## config.mk

```make
export PLATFORM = sky130hd
export DESIGN_NAME = csa_mul_array
export DESIGN_NICKNAME = d
export VERILOG_FILES = /design/src/rtl/csa_mul_pkg.sv /design/src/rtl/csa_pp_ha.sv /design/src/rtl/csa_pp_fa.sv /design/src/rtl/csa_pp_array.sv /design/src/rtl/csa_cla_merge.sv /design/src/rtl/csa_mul_array.sv
export SDC_FILE = /design/constraint.sdc
export NUM_CORES = 1
export LEC_CHECK = 0
export ABC_AREA = 0
export ABC_CLOCK_PERIOD_IN_PS = 800
export CAP_MARGIN = 20
export CELL_PAD_IN_SITES_DETAIL_PLACEMENT = 0
export CELL_PAD_IN_SITES_GLOBAL_PLACEMENT = 2
export CORE_ASPECT_RATIO = 0.8
export CORE_MARGIN = 8
export CORE_UTILIZATION = 45
export CTS_CLUSTER_DIAMETER = 50
export CTS_CLUSTER_SIZE = 8
export DETAILED_ROUTE_END_ITERATION = 7
export DONT_BUFFER_PORTS = 1
export GPL_TIMING_DRIVEN = 0
export PLACE_DENSITY = 0.88
export SLEW_MARGIN = 0
export SYNTH_ARGS = -nofsm -noshare
export SYNTH_HDL_FRONTEND = slang
export SYNTH_SLANG_ARGS = --single-unit
export TNS_END_PERCENT = 10
```

## constraint.sdc

```tcl
create_clock -name clk -period 0.8 [get_ports clk]
set_input_delay 0.16 -clock clk [delete_from_list [all_inputs] [get_ports clk]]
set_output_delay 0.16 -clock clk [all_outputs]
set_load 0.005 [all_outputs]
```

## src/rtl/csa_mul_pkg.sv

```systemverilog
package csa_mul_pkg;
   // Result of one reduction cell: sum goes down, carry goes down-left
   typedef struct packed {
      logic cy;
      logic sm;
   } csa_bit_t;
endpackage

```

## src/rtl/csa_pp_ha.sv

```systemverilog
module csa_pp_ha
   import csa_mul_pkg::*;
(
   input  logic     ai,
   input  logic     bj,
   input  logic     din,
   output csa_bit_t res
);
   logic pp;
   assign pp     = ai & bj;
   assign res.sm = pp ^ din;
   assign res.cy = pp & din;
endmodule

```

## src/rtl/csa_pp_fa.sv

```systemverilog
module csa_pp_fa
   import csa_mul_pkg::*;
(
   input  logic     ai,
   input  logic     bj,
   input  logic     sin,
   input  logic     cin,
   output csa_bit_t res
);
   logic pp;
   assign pp     = ai & bj;
   assign res.sm = pp ^ sin ^ cin;
   assign res.cy = (pp & sin) | (pp & cin) | (sin & cin);
endmodule

```

## src/rtl/csa_pp_array.sv

```systemverilog
module csa_pp_array
   import csa_mul_pkg::*;
#(
   parameter int WIDTH = 8
) (
   input  logic [WIDTH-1:0] a,
   input  logic [WIDTH-1:0] b,
   output logic [WIDTH-1:0] lo_bits,
   output logic [WIDTH-1:0] merge_x,
   output logic [WIDTH-1:0] merge_y
);
   localparam int LAST = WIDTH - 1;

   // rs[j][i] has weight 2^(i+j); rc[j][i] has weight 2^(i+j+1)
   logic [LAST:0][WIDTH-1:0] rs;
   logic [LAST:1][WIDTH-1:0] rc;

   for (genvar j = 0; j < WIDTH; j++) begin : g_row
      for (genvar i = 0; i < WIDTH; i++) begin : g_col
         if (j == 0) begin : g_and
            assign rs[0][i] = a[i] & b[0];
         end else begin : g_add
            csa_bit_t r;
            if (j == 1) begin : g_ha_top
               logic above;
               if (i < LAST) begin : g_in
                  assign above = rs[0][i+1];
               end else begin : g_edge
                  assign above = 1'b0;
               end
               csa_pp_ha u_cell (.ai(a[i]), .bj(b[j]), .din(above), .res(r));
            end else if (i == LAST) begin : g_ha_left
               csa_pp_ha u_cell (.ai(a[i]), .bj(b[j]), .din(rc[j-1][i]), .res(r));
            end else begin : g_fa
               csa_pp_fa u_cell (.ai(a[i]), .bj(b[j]), .sin(rs[j-1][i+1]),
                                 .cin(rc[j-1][i]), .res(r));
            end
            assign rs[j][i] = r.sm;
            assign rc[j][i] = r.cy;
         end
      end
      assign lo_bits[j] = rs[j][0];
   end

   assign merge_x = {1'b0, rs[LAST][LAST:1]};
   assign merge_y = rc[LAST];
endmodule

```

## src/rtl/csa_cla_merge.sv

```systemverilog
module csa_cla_merge #(
   parameter int WIDTH = 8,
   parameter int GRP   = 4
) (
   input  logic [WIDTH-1:0] x,
   input  logic [WIDTH-1:0] y,
   output logic [WIDTH-1:0] sum,
   output logic             cout
);
   localparam int NGRP = (WIDTH + GRP - 1) / GRP;
   localparam int PW   = NGRP * GRP;

   logic [PW-1:0] xp, yp, g, p;
   logic [PW:0]   cv;
   logic          gin, term, prodv;

   assign xp = PW'(x);
   assign yp = PW'(y);
   assign g  = xp & yp;
   assign p  = xp ^ yp;

   // Each carry is a flat sum of products of g/p terms within its group
   always_comb begin
      cv    = '0;
      gin   = 1'b0;
      term  = 1'b0;
      prodv = 1'b0;
      for (int k = 0; k < NGRP; k++) begin
         for (int t = 0; t < GRP; t++) begin
            term = gin;
            for (int q = 0; q <= t; q++) term = term & p[k*GRP+q];
            for (int m = 0; m <= t; m++) begin
               prodv = g[k*GRP+m];
               for (int q = m + 1; q <= t; q++) prodv = prodv & p[k*GRP+q];
               term = term | prodv;
            end
            cv[k*GRP+t+1] = term;
         end
         gin = cv[(k+1)*GRP];
      end
   end

   assign sum  = p[WIDTH-1:0] ^ cv[WIDTH-1:0];
   assign cout = cv[WIDTH];
endmodule

```

## src/rtl/csa_mul_array.sv

```systemverilog
module csa_mul_array #(
   parameter int WIDTH     = 8,
   parameter int MERGE_GRP = 4,
   parameter bit REG_OUT   = 1'b1
) (
   input  logic               clk,
   input  logic               rst_n,
   input  logic [WIDTH-1:0]   a,
   input  logic [WIDTH-1:0]   b,
   output logic [2*WIDTH-1:0] product
);
   localparam int PW = 2 * WIDTH;

   if (WIDTH < 2) begin : g_bad_width
      $error("csa_mul_array: WIDTH must be at least 2");
   end
   if (MERGE_GRP < 1) begin : g_bad_grp
      $error("csa_mul_array: MERGE_GRP must be at least 1");
   end

   logic [WIDTH-1:0] lo_bits, merge_x, merge_y, hi_bits;
   logic             merge_cout;
   logic [PW-1:0]    prod_c;

   csa_pp_array #(.WIDTH(WIDTH)) u_array (
      .a       (a),
      .b       (b),
      .lo_bits (lo_bits),
      .merge_x (merge_x),
      .merge_y (merge_y)
   );

   csa_cla_merge #(.WIDTH(WIDTH), .GRP(MERGE_GRP)) u_merge (
      .x    (merge_x),
      .y    (merge_y),
      .sum  (hi_bits),
      .cout (merge_cout)
   );

   assign prod_c = {hi_bits, lo_bits};

   if (REG_OUT) begin : g_reg
      logic [PW-1:0] prod_q;
      always_ff @(posedge clk or negedge rst_n) begin
         if (!rst_n) prod_q <= '0;
         else        prod_q <= prod_c;
      end
      assign product = prod_q;
   end else begin : g_comb
      assign product = prod_c;
   end
endmodule

```

# Word-level counts from Yosys, hierarchy flattened

Cells that the tools add are included.

Bitwise logic cells: 399

Operator list:

| cell              | count |
|---|---|
| AND 1 bit         | 209 |
| bitwise OR 1 bit  | 96 |
| bitwise XOR 1 bit | 91 |
| bitwise XOR 8 bit | 1 |
| AND 7 bit         | 1 |
| bitwise XOR 7 bit | 1 |

Register bits: 16
Bits of input ports: 18
Output and inout bits: 16
Word-level logic and storage cells: 400

# Logic depth before layout (Yosys ltp)

Gate-level depths: netlist (run 1).

Depth after elaboration: 34
Depth in mapped cells: 19
Mapped depth without buffers: 19

# Cells and area by module

A second synthesis (run 1) with hierarchy kept.

Cells, all modules: 333
Area, all modules: 2620.0 µm²

By module, submodules not included:

| module        | times used | cells each | area an instance (µm²) | sequential area each (µm²) |
|---|---|---|---|---|
| csa_pp_fa     | 42         | 6          | 38.8                   | 0.0 |
| csa_mul_array | 1          | 16         | 400.4                  | 400.4 |
| csa_cla_merge | 1          | 27         | 266.5                  | 0.0 |
| csa_pp_ha     | 14         | 2          | 18.8                   | 0.0 |
| csa_pp_array  | 1          | 10         | 61.3                   | 0.0 |

# Worst setup path after synthesis (run 1)

No wires, ideal clock.

Path kind: input-to-reg
From: in a[6]
To: reg g_reg.prod_q[13], in the netlist product[13]
Setup time: 124 ps
Arrival: 4876 ps
Path slack: -4200 ps
Stages: 18
Path buffers: 0
Cells stage by stage: and2_1 ha_1 inv_1 fa_1 inv_1 fa_1 fa_1 fa_1 fa_1 inv_1 fa_1 inv_1 ha_1 ha_1 nor3_2 o21bai_1 fa_1 xor2_1

Cells in the longest elaborated chain, start to end: 27
Elaborated cells on any way between the ends: 236
Classes of those cells: 236 x bitwise

Ends and longest elaborated chain:

| what                                                          | line                                     | text |
|---|---|---|
| start: declaration                                            | csa_mul_array.sv:8                       | `input logic [WIDTH-1:0] a,` |
| AND 1 bit                                                     | csa_pp_array.sv:21                       | `assign rs[0][i] = a[i] & b[0];` |
| bitwise XOR 1 bit                                             | csa_pp_ha.sv:11                          | `assign res.sm = pp ^ din;` |
| bitwise XOR 1 bit (2 in series)                               | csa_pp_fa.sv:12                          | `assign res.sm = pp ^ sin ^ cin;` |
| bitwise XOR 1 bit or AND 1 bit (tied branches)                | csa_pp_fa.sv:12, csa_pp_fa.sv:13         |  |
| bitwise XOR 1 bit or bitwise OR 1 bit (tied branches)         | csa_pp_fa.sv:12, csa_pp_fa.sv:13         |  |
| bitwise XOR 1 bit, or another cell as far along (2 in series) | csa_pp_fa.sv:12                          |  |
| AND 1 bit or bitwise OR 1 bit (tied branches)                 | csa_pp_fa.sv:13                          | `assign res.cy = (pp & sin) \| (pp & cin) \| (sin & cin);` |
| bitwise OR 1 bit or AND 1 bit (tied branches) (2 in series)   | csa_pp_fa.sv:13                          |  |
| [7 not listed]                                                | -                                        |  |
| AND 1 bit, or another cell as far along                       | csa_cla_merge.sv:34                      | `for (int q = m + 1; q <= t; q++) prodv = prodv & p[k*GRP+q];` |
| AND 1 bit or bitwise XOR 7 bit (tied branches)                | csa_cla_merge.sv:34, csa_cla_merge.sv:20 |  |
| AND 1 bit                                                     | csa_cla_merge.sv:34                      |  |
| bitwise OR 1 bit (3 in series)                                | csa_cla_merge.sv:35                      | `term = term \| prodv;` |
| AND 1 bit                                                     | csa_cla_merge.sv:31                      | `for (int q = 0; q <= t; q++) term = term & p[k*GRP+q];` |
| bitwise OR 1 bit                                              | csa_cla_merge.sv:35                      |  |
| bitwise XOR 8 bit (*)                                         | csa_cla_merge.sv:43                      | `assign sum = p[WIDTH-1:0] ^ cv[WIDTH-1:0];` |
| net hi_bits[5]                                                | csa_mul_array.sv:21                      | `logic [WIDTH-1:0] lo_bits, merge_x, merge_y, hi_bits;` |
| end signal: assignment                                        | csa_mul_array.sv:46                      | `else prod_q <= prod_c;` |
| end: declaration                                              | csa_mul_array.sv:43                      | `logic [PW-1:0] prod_q;` |

Mark *: on every way through the listed nets, which the timed path passes. The rest lies on a longest branch.

# Worst setup path in the final report (run 1)

Ends and elaborated chain as after synthesis.

==> impl_results.md, run 1 <==
- Gate power share: 67.2%
- Worst-Margin Slew: 0.678 ns
- Max reg flops: 16
- Crit Path Class: input port to register
- Yosys top cell by area: fa_1
- Avg WL per Cell: 13.2 um
- Gr ovfl total: 0
- Global placement routability congestion: 0.720
- Die W: 92.8 um
- Failing checks: setup timing
- Initial cell density of the core: 46.4%
- Worst-path fanout max: 8
- Die Y: 77.4 um
- # rows: 22
- Max Buffers Root-to-Sink: 2
- CTS Sinks: 16
- Worst setup SP type: input port
- Placeable core region: 4570 sq um
- Net Sw Power: 2440 uW
- Status: complete, but fails checks
- Filler Cell Count: 452
- Area grow syn2layout: 13.1%
- Cells after Synth: 201
- Unrepaired setup endpoints after global routing: yes
- Synth area leaders: fa_1, dfrtp_1, and2_1
- Ys flop type: dfrtp_1
- Leak: 0.00116 uW
- Vias in the first global route: 1,472
- Gr usage total: 10.9%
- Clock-pin slew on the worst setup and hold paths: 0.06 ns
- Slew Limit Fails: 0
- First-pass DRT Iterations: 4
- Drt total wl: 3.57 mm
- I/O Pins: 34
- Most frequent cell after synthesis: inv_1
- DR vias/cell: 4.81
- Routed via count: 1,299
- Switching share of total power: 39.2%
- Max-Cap Viols: 0
- Final hold violations: 0
- Share of cells above drive strength 1: 17.1%
- Largest net degree at the start of global routing: 17
- Post-synth ARST share: 100%
- Fin worst setup slack: -3.68 ns
- Initial antenna violation count: 0
- Ant. Diodes: 0
- Synth top area share: 41.5%
- Power per cell area: 2600 nW/um^2
- Seq pwr share: 21.6%
- Fin Setup TNS: -36.18 ns
- Post-synth EDFFs: 0
- DR iter-0 viols: 12
- Final worst hold slack: 0.0166 ns
- Input/output buffers: 0
- Synthesized area: 2120 sq um
- Internal power: 3790 uW
- Tot Pwr: 6230 uW
- Final HPWL from detailed placement: 3.28 mm
- Syn Nets: 279
- Clock Power Share: 11.2%
- Residual DRC: 0
- First-pass GRT wire length: 6.54 mm
- Die Area: 7180 sq um
- Number of routed nets with antenna violations: 0
- Root buffer cell: clkbuf_8
- Worst EP arrival: 4.61 ns
- Max Clk Rate: 0.223 GHz
- Post-synth cell types: 14
- FF+latch area: 400 sq um
- Syn_area_per_cell: 10.6 sq um
- Yosys reg bits: 16
- CTS tree: built
- VDD IR max: 1730 uV
- Req. time, crit path: 0.93 ns
- CTS Buf Count: 3
- Final min period: 4.48 ns
- Relative slew margins: 54.8%
- Min-delay worst type: input port to async pin
- Endpoint class of the critical path: register
- H-tree depth: 1
- Footprint of the multi-input gates: 1650 sq um
- Final setup fails: 14
- Final worst path period share: 560%
- Sequential fraction of the synthesis area: 18.9%
- Synth top cells by count: inv_1, and2_1, fa_1
- Nets: 289
- Yosys warns: 0
[critical path, cell delays in order]
cell and delay (ns):
and2_4 0.14, ha_4 0.26, inv_2 0.03, fa_1 0.48, inv_2 0.04, fa_2 0.52
fa_2 0.44, fa_1 0.49, inv_1 0.05, fa_2 0.52, inv_2 0.04, fa_2 0.36
ha_4 0.18, ha_4 0.16, nor3_4 0.13, o21bai_2 0.11, fa_2 0.36, xor2_1 0.15
[through the flow]
step | utilization, % | instances | setup slack, ns | cell area (sq um)
2_1_floorplan | - | 201 | -3.89 | 2210
3_3_place_gp | 49.9 | 261 | -4.02 | 2280
3_5_place_dp | 49.9 | 261 | -4.13 | 2280
4_1_cts | 52.4 | 270 | -3.72 | 2390
5_1_grt | 52.5 | 270 | -3.79 | 2400
6_report | 52.5 | 270 | -3.68 | 2400
[what timing repair did]
item | CTS | global route
setup endpoints to repair | 19 | 46
gates resized for setup | 7 | 3
setup buffers | 4 | 0
hold buffers | 1 | 0
pin swaps | 19 | 4
hold endpoints to repair | 16 | 0
[worst max path at each step]
stage          start     endpoint  cells past startpoint
5_1_grt         a[6]  product[13]                     18
3_3_place_gp    b[1]  product[13]                     18
3_5_place_dp    a[6]  product[14]                     19
2_1_floorplan   a[6]  product[13]                     18
4_1_cts         a[6]  product[14]                     19
6_report        a[6]  product[13]                     18
[power by group through the flow]
stage	clock network (uW)	registers, uW	logic (uW)
finish	696	1350	4190
global route	748	1400	4800
CTS	726	1370	4210
detailed placement	0	1390	3750
floorplan	0	1320	3100
global placement	0	1370	3590
[layout make-up]
class	count	area share [%]
Clock buffer	4	2.30
Inverter	47	7.36
Multi-Input combinational cell	138	68.6
Sequential cell	16	16.7
Tap cell	60	3.13
Timing Repair Buffer	5	1.93
[layout by cell type, fill, tap and decap left out]
cell,netlist,routed
and2_1,45,43
inv_1,47,42
fa_1,44,33
nand2_1,19,19
dfrtp_1,16,16
fa_2,0,11
ha_1,16,11
inv_2,0,5
ha_4,0,4
clkbuf_8,0,4
o21ai_1,2,3
buf_4,0,3
nor3_4,0,2
nor2_1,2,2
a2bb2oi_2,2,2
and2_4,0,2
o21bai_2,0,1
xor2_1,1,1
o21ai_0,2,1
xnor2_1,1,1
o21bai_1,2,1
ha_2,0,1
dlymetal6s4s_1,0,1
buf_6,0,1
[kinds of logic after synthesis]
group | after synthesis | synth area share, %
AND/OR/NAND/NOR | 68 | 17.9
flip-flops | 16 | 18.9
buffers and inverters | 47 | 8.32
adder cells (fa/ha/maj) | 60 | 51.0
AO/OA/AOI/OAI | 8 | 3.07
XOR/XNOR | 2 | 0.826
[per-layer routing]
metal  global-route usage, %  wire [um]  vias up
met5                       0          0        -
met4                    3.37         34        0
met3                    3.65        262        2
met2                    18.7       1790       23
met1                    12.7       1480      674
li1                        -          -      600
(Power assumes the default switching activity.)
==> run 2, diff against run 1 <==
--- a/config.mk
+++ b/config.mk
@@ -12,13 +12,14 @@
 export CELL_PAD_IN_SITES_GLOBAL_PLACEMENT = 2
 export CORE_ASPECT_RATIO = 0.8
 export CORE_MARGIN = 8
-export CORE_UTILIZATION = 45
+export CORE_UTILIZATION = 35
 export CTS_CLUSTER_DIAMETER = 50
 export CTS_CLUSTER_SIZE = 8
 export DETAILED_ROUTE_END_ITERATION = 7
 export DONT_BUFFER_PORTS = 1
 export GPL_TIMING_DRIVEN = 0
-export PLACE_DENSITY = 0.88
+export HOLD_SLACK_MARGIN = 0.1
+export PLACE_DENSITY = 0.72
 export SLEW_MARGIN = 0
 export SYNTH_ARGS = -nofsm -noshare
 export SYNTH_HDL_FRONTEND = slang
==> impl_results.md, run 2 (synthesized netlist as in run 1, its figures left out) <==
- Power per cell area: 2470 nW/um^2 (was 2600 nW/um^2)
- Status: complete, but fails checks (unchanged)
- Die Y: 85.6 um (was 77.4 um)
- Unrepaired setup endpoints after global routing: yes (unchanged)
- Area grow syn2layout: 16.5% (was 13.1%)
- Placed inst area: 2310 sq um (was 2280 sq um)
- First-pass DRT Iterations: 2 (was 4)
- CTS tree: built (unchanged)
- Avg WL per Cell: 12.6 um (was 13.2 um)
- # rows: 25 (was 22)
- H-tree depth: 1 (unchanged)
- Req. time, crit path: 0.95 ns (was 0.93 ns)
- Largest net degree at the start of global routing: 17 (unchanged)
- Initial cell density of the core: 36.1% (was 46.4%)
- Final hold violations: 0 (unchanged)
- Endpoint class of the critical path: register (unchanged)
- Placeable core region: 5880 sq um (was 4570 sq um)
- Routed via count: 1,302 (was 1,299)
- Nets: 290 (was 289)
- Root buffer cell: clkbuf_8 (unchanged)
- Max reg flops: 16 (unchanged)
- Drt total wl: 3.69 mm (was 3.57 mm)
- Min-delay worst type: input port to async pin (unchanged)
- Fin worst setup slack: -3.72 ns (was -3.68 ns)
- Vias in the first global route: 1,331 (was 1,472)
- Max Buffers Root-to-Sink: 2 (unchanged)
- CTS Sinks: 16 (unchanged)
- Worst setup SP type: input port (unchanged)
- Share of cells above drive strength 1: 19.9% (was 17.1%)
- Worst-path fanout max: 8 (unchanged)
- Residual DRC: 0 (unchanged)
- DR vias/cell: 4.46 (was 4.81)
- Worst EP arrival: 4.66 ns (was 4.61 ns)
- Final worst path period share: 565% (was 560%)
- Final min period: 4.52 ns (was 4.48 ns)
- Gr usage total: 9.19% (was 10.9%)
- Initial antenna violation count: 0 (unchanged)
- Most common cell after layout, fill and taps aside: inv_1 (was and2_1)
- Ant. Diodes: 0 (unchanged)
- Leak: 0.00116 uW (about the same)
- Max-Cap Viols: 0 (unchanged)
- I/O Pins: 34 (unchanged)
- Failing checks: setup timing (unchanged)
- Cells after DPL: 282 (was 261)
- Non-Filler Instances: 292 (was 270)
- Input/output buffers: 0 (unchanged)
- Gr ovfl total: 0 (unchanged)
- Critical path origin: a[6] (unchanged)
- Global placement routability congestion: 0.678 (was 0.720)
- Final instance area: 2470 sq um (was 2400 sq um)
- Relative slew margins: 51.4% (was 54.8%)
- First-pass GRT wire length: 6.49 mm (was 6.54 mm)
- DR iter-0 viols: 7 (was 12)
- Final HPWL from detailed placement: 3.25 mm (was 3.28 mm)
- Clock-pin slew on the worst setup and hold paths: 0.07 ns (was 0.06 ns)
- Max Clk Rate: 0.221 GHz (was 0.223 GHz)
- Die W: 103 um (was 92.8 um)
- Commonest cells after routing, fill and taps aside: inv_1, and2_1, fa_1 (was and2_1, inv_1, fa_1)
- Crit Path Class: input port to register (unchanged)
- VDD IR max: 1080 uV (was 1730 uV)
- Number of routed nets with antenna violations: 0 (unchanged)
- Slew Limit Fails: 0 (unchanged)
- CTS Buf Count: 3 (unchanged)
- Worst-Margin Slew: 0.729 ns (was 0.678 ns)
- Die Area: 8820 sq um (was 7180 sq um)
- Final setup fails: 19 (was 14)
- Tot Pwr: 6100 uW (was 6230 uW)
-- run 2: path summary, 6_finish.rpt --
path | to | slack [ns] | cells past startpoint
min in group clk | product[1] | 0.18 | 2
max in group asynchronous | product[0] | 0.31 | 1
hold / removal | product[7] | 0.02 | 1
setup / recovery | product[13] | -3.72 | 18
-- run 2: metal layers --
layer / GRT usage, % / vias to the layer above / part of all wire, %
met1: 12.1 / 667 / 46
met3: 2.83 / 5 / 8.0
met5: 0 / - / 0
met2: 14.2 / 27 / 45
li1: - / 603 / -
met4: 2.36 / 0 / 0.92
-- run 2: final cells by class --
| type | count | area, sq um |
|---|---|---|
| multi-input combinational | 138 | 1680 |
| fill | 627 | 3410 |
| clock buffer | 4 | 55.1 |
| tap | 81 | 101 |
| timing repair buffer | 6 | 55.1 |
| inverter | 47 | 176 |
| sequential | 16 | 400 |
-- run 2: what timing repair did --
action                     CTS  global route
hold endpoints to repair    17             0
setup endpoints to repair   24            46
buffers inserted             1             2
pin swaps                   22             8
hold buffers                 3             0
gates resized for setup     13             3
-- run 2: power by group --
| group | leakage, uW | total, uW | switching, uW | internal (uW) |
|---|---|---|---|---|
| clock network | 0.0000288 | 736 | 300 | 437 |
| registers | 0.000191 | 1350 | 166 | 1180 |
| logic | 0.000942 | 4010 | 1970 | 2040 |
-- run 2: critical path, cell delays in order --
cell      delay [ns]
and2_4          0.14
ha_4            0.26
inv_2           0.03
fa_1            0.47
inv_1           0.05
fa_2            0.53
fa_2            0.44
fa_1            0.49
inv_1           0.05
fa_2            0.52
inv_2           0.04
fa_2            0.36
ha_4            0.18
ha_4            0.16
nor3_4          0.21
o21bai_2        0.10
fa_2            0.34
xor2_1          0.14
-- run 2: metrics by stage --
stage / worst slack [ns] / utilization (%) / TNS, ns / hold WS (ns)
5_1_grt: -3.85 / 42.0 / -37.66 / 0.102
2_1_floorplan: -3.89 / - / -38.83 / -0.136
6_report: -3.72 / 42.0 / -36.11 / 0.0240
3_3_place_gp: -4.06 / 39.3 / -40.23 / -0.135
3_5_place_dp: -4.08 / 39.3 / -40.36 / -0.135
4_1_cts: -3.72 / 41.7 / -38.04 / 0.156
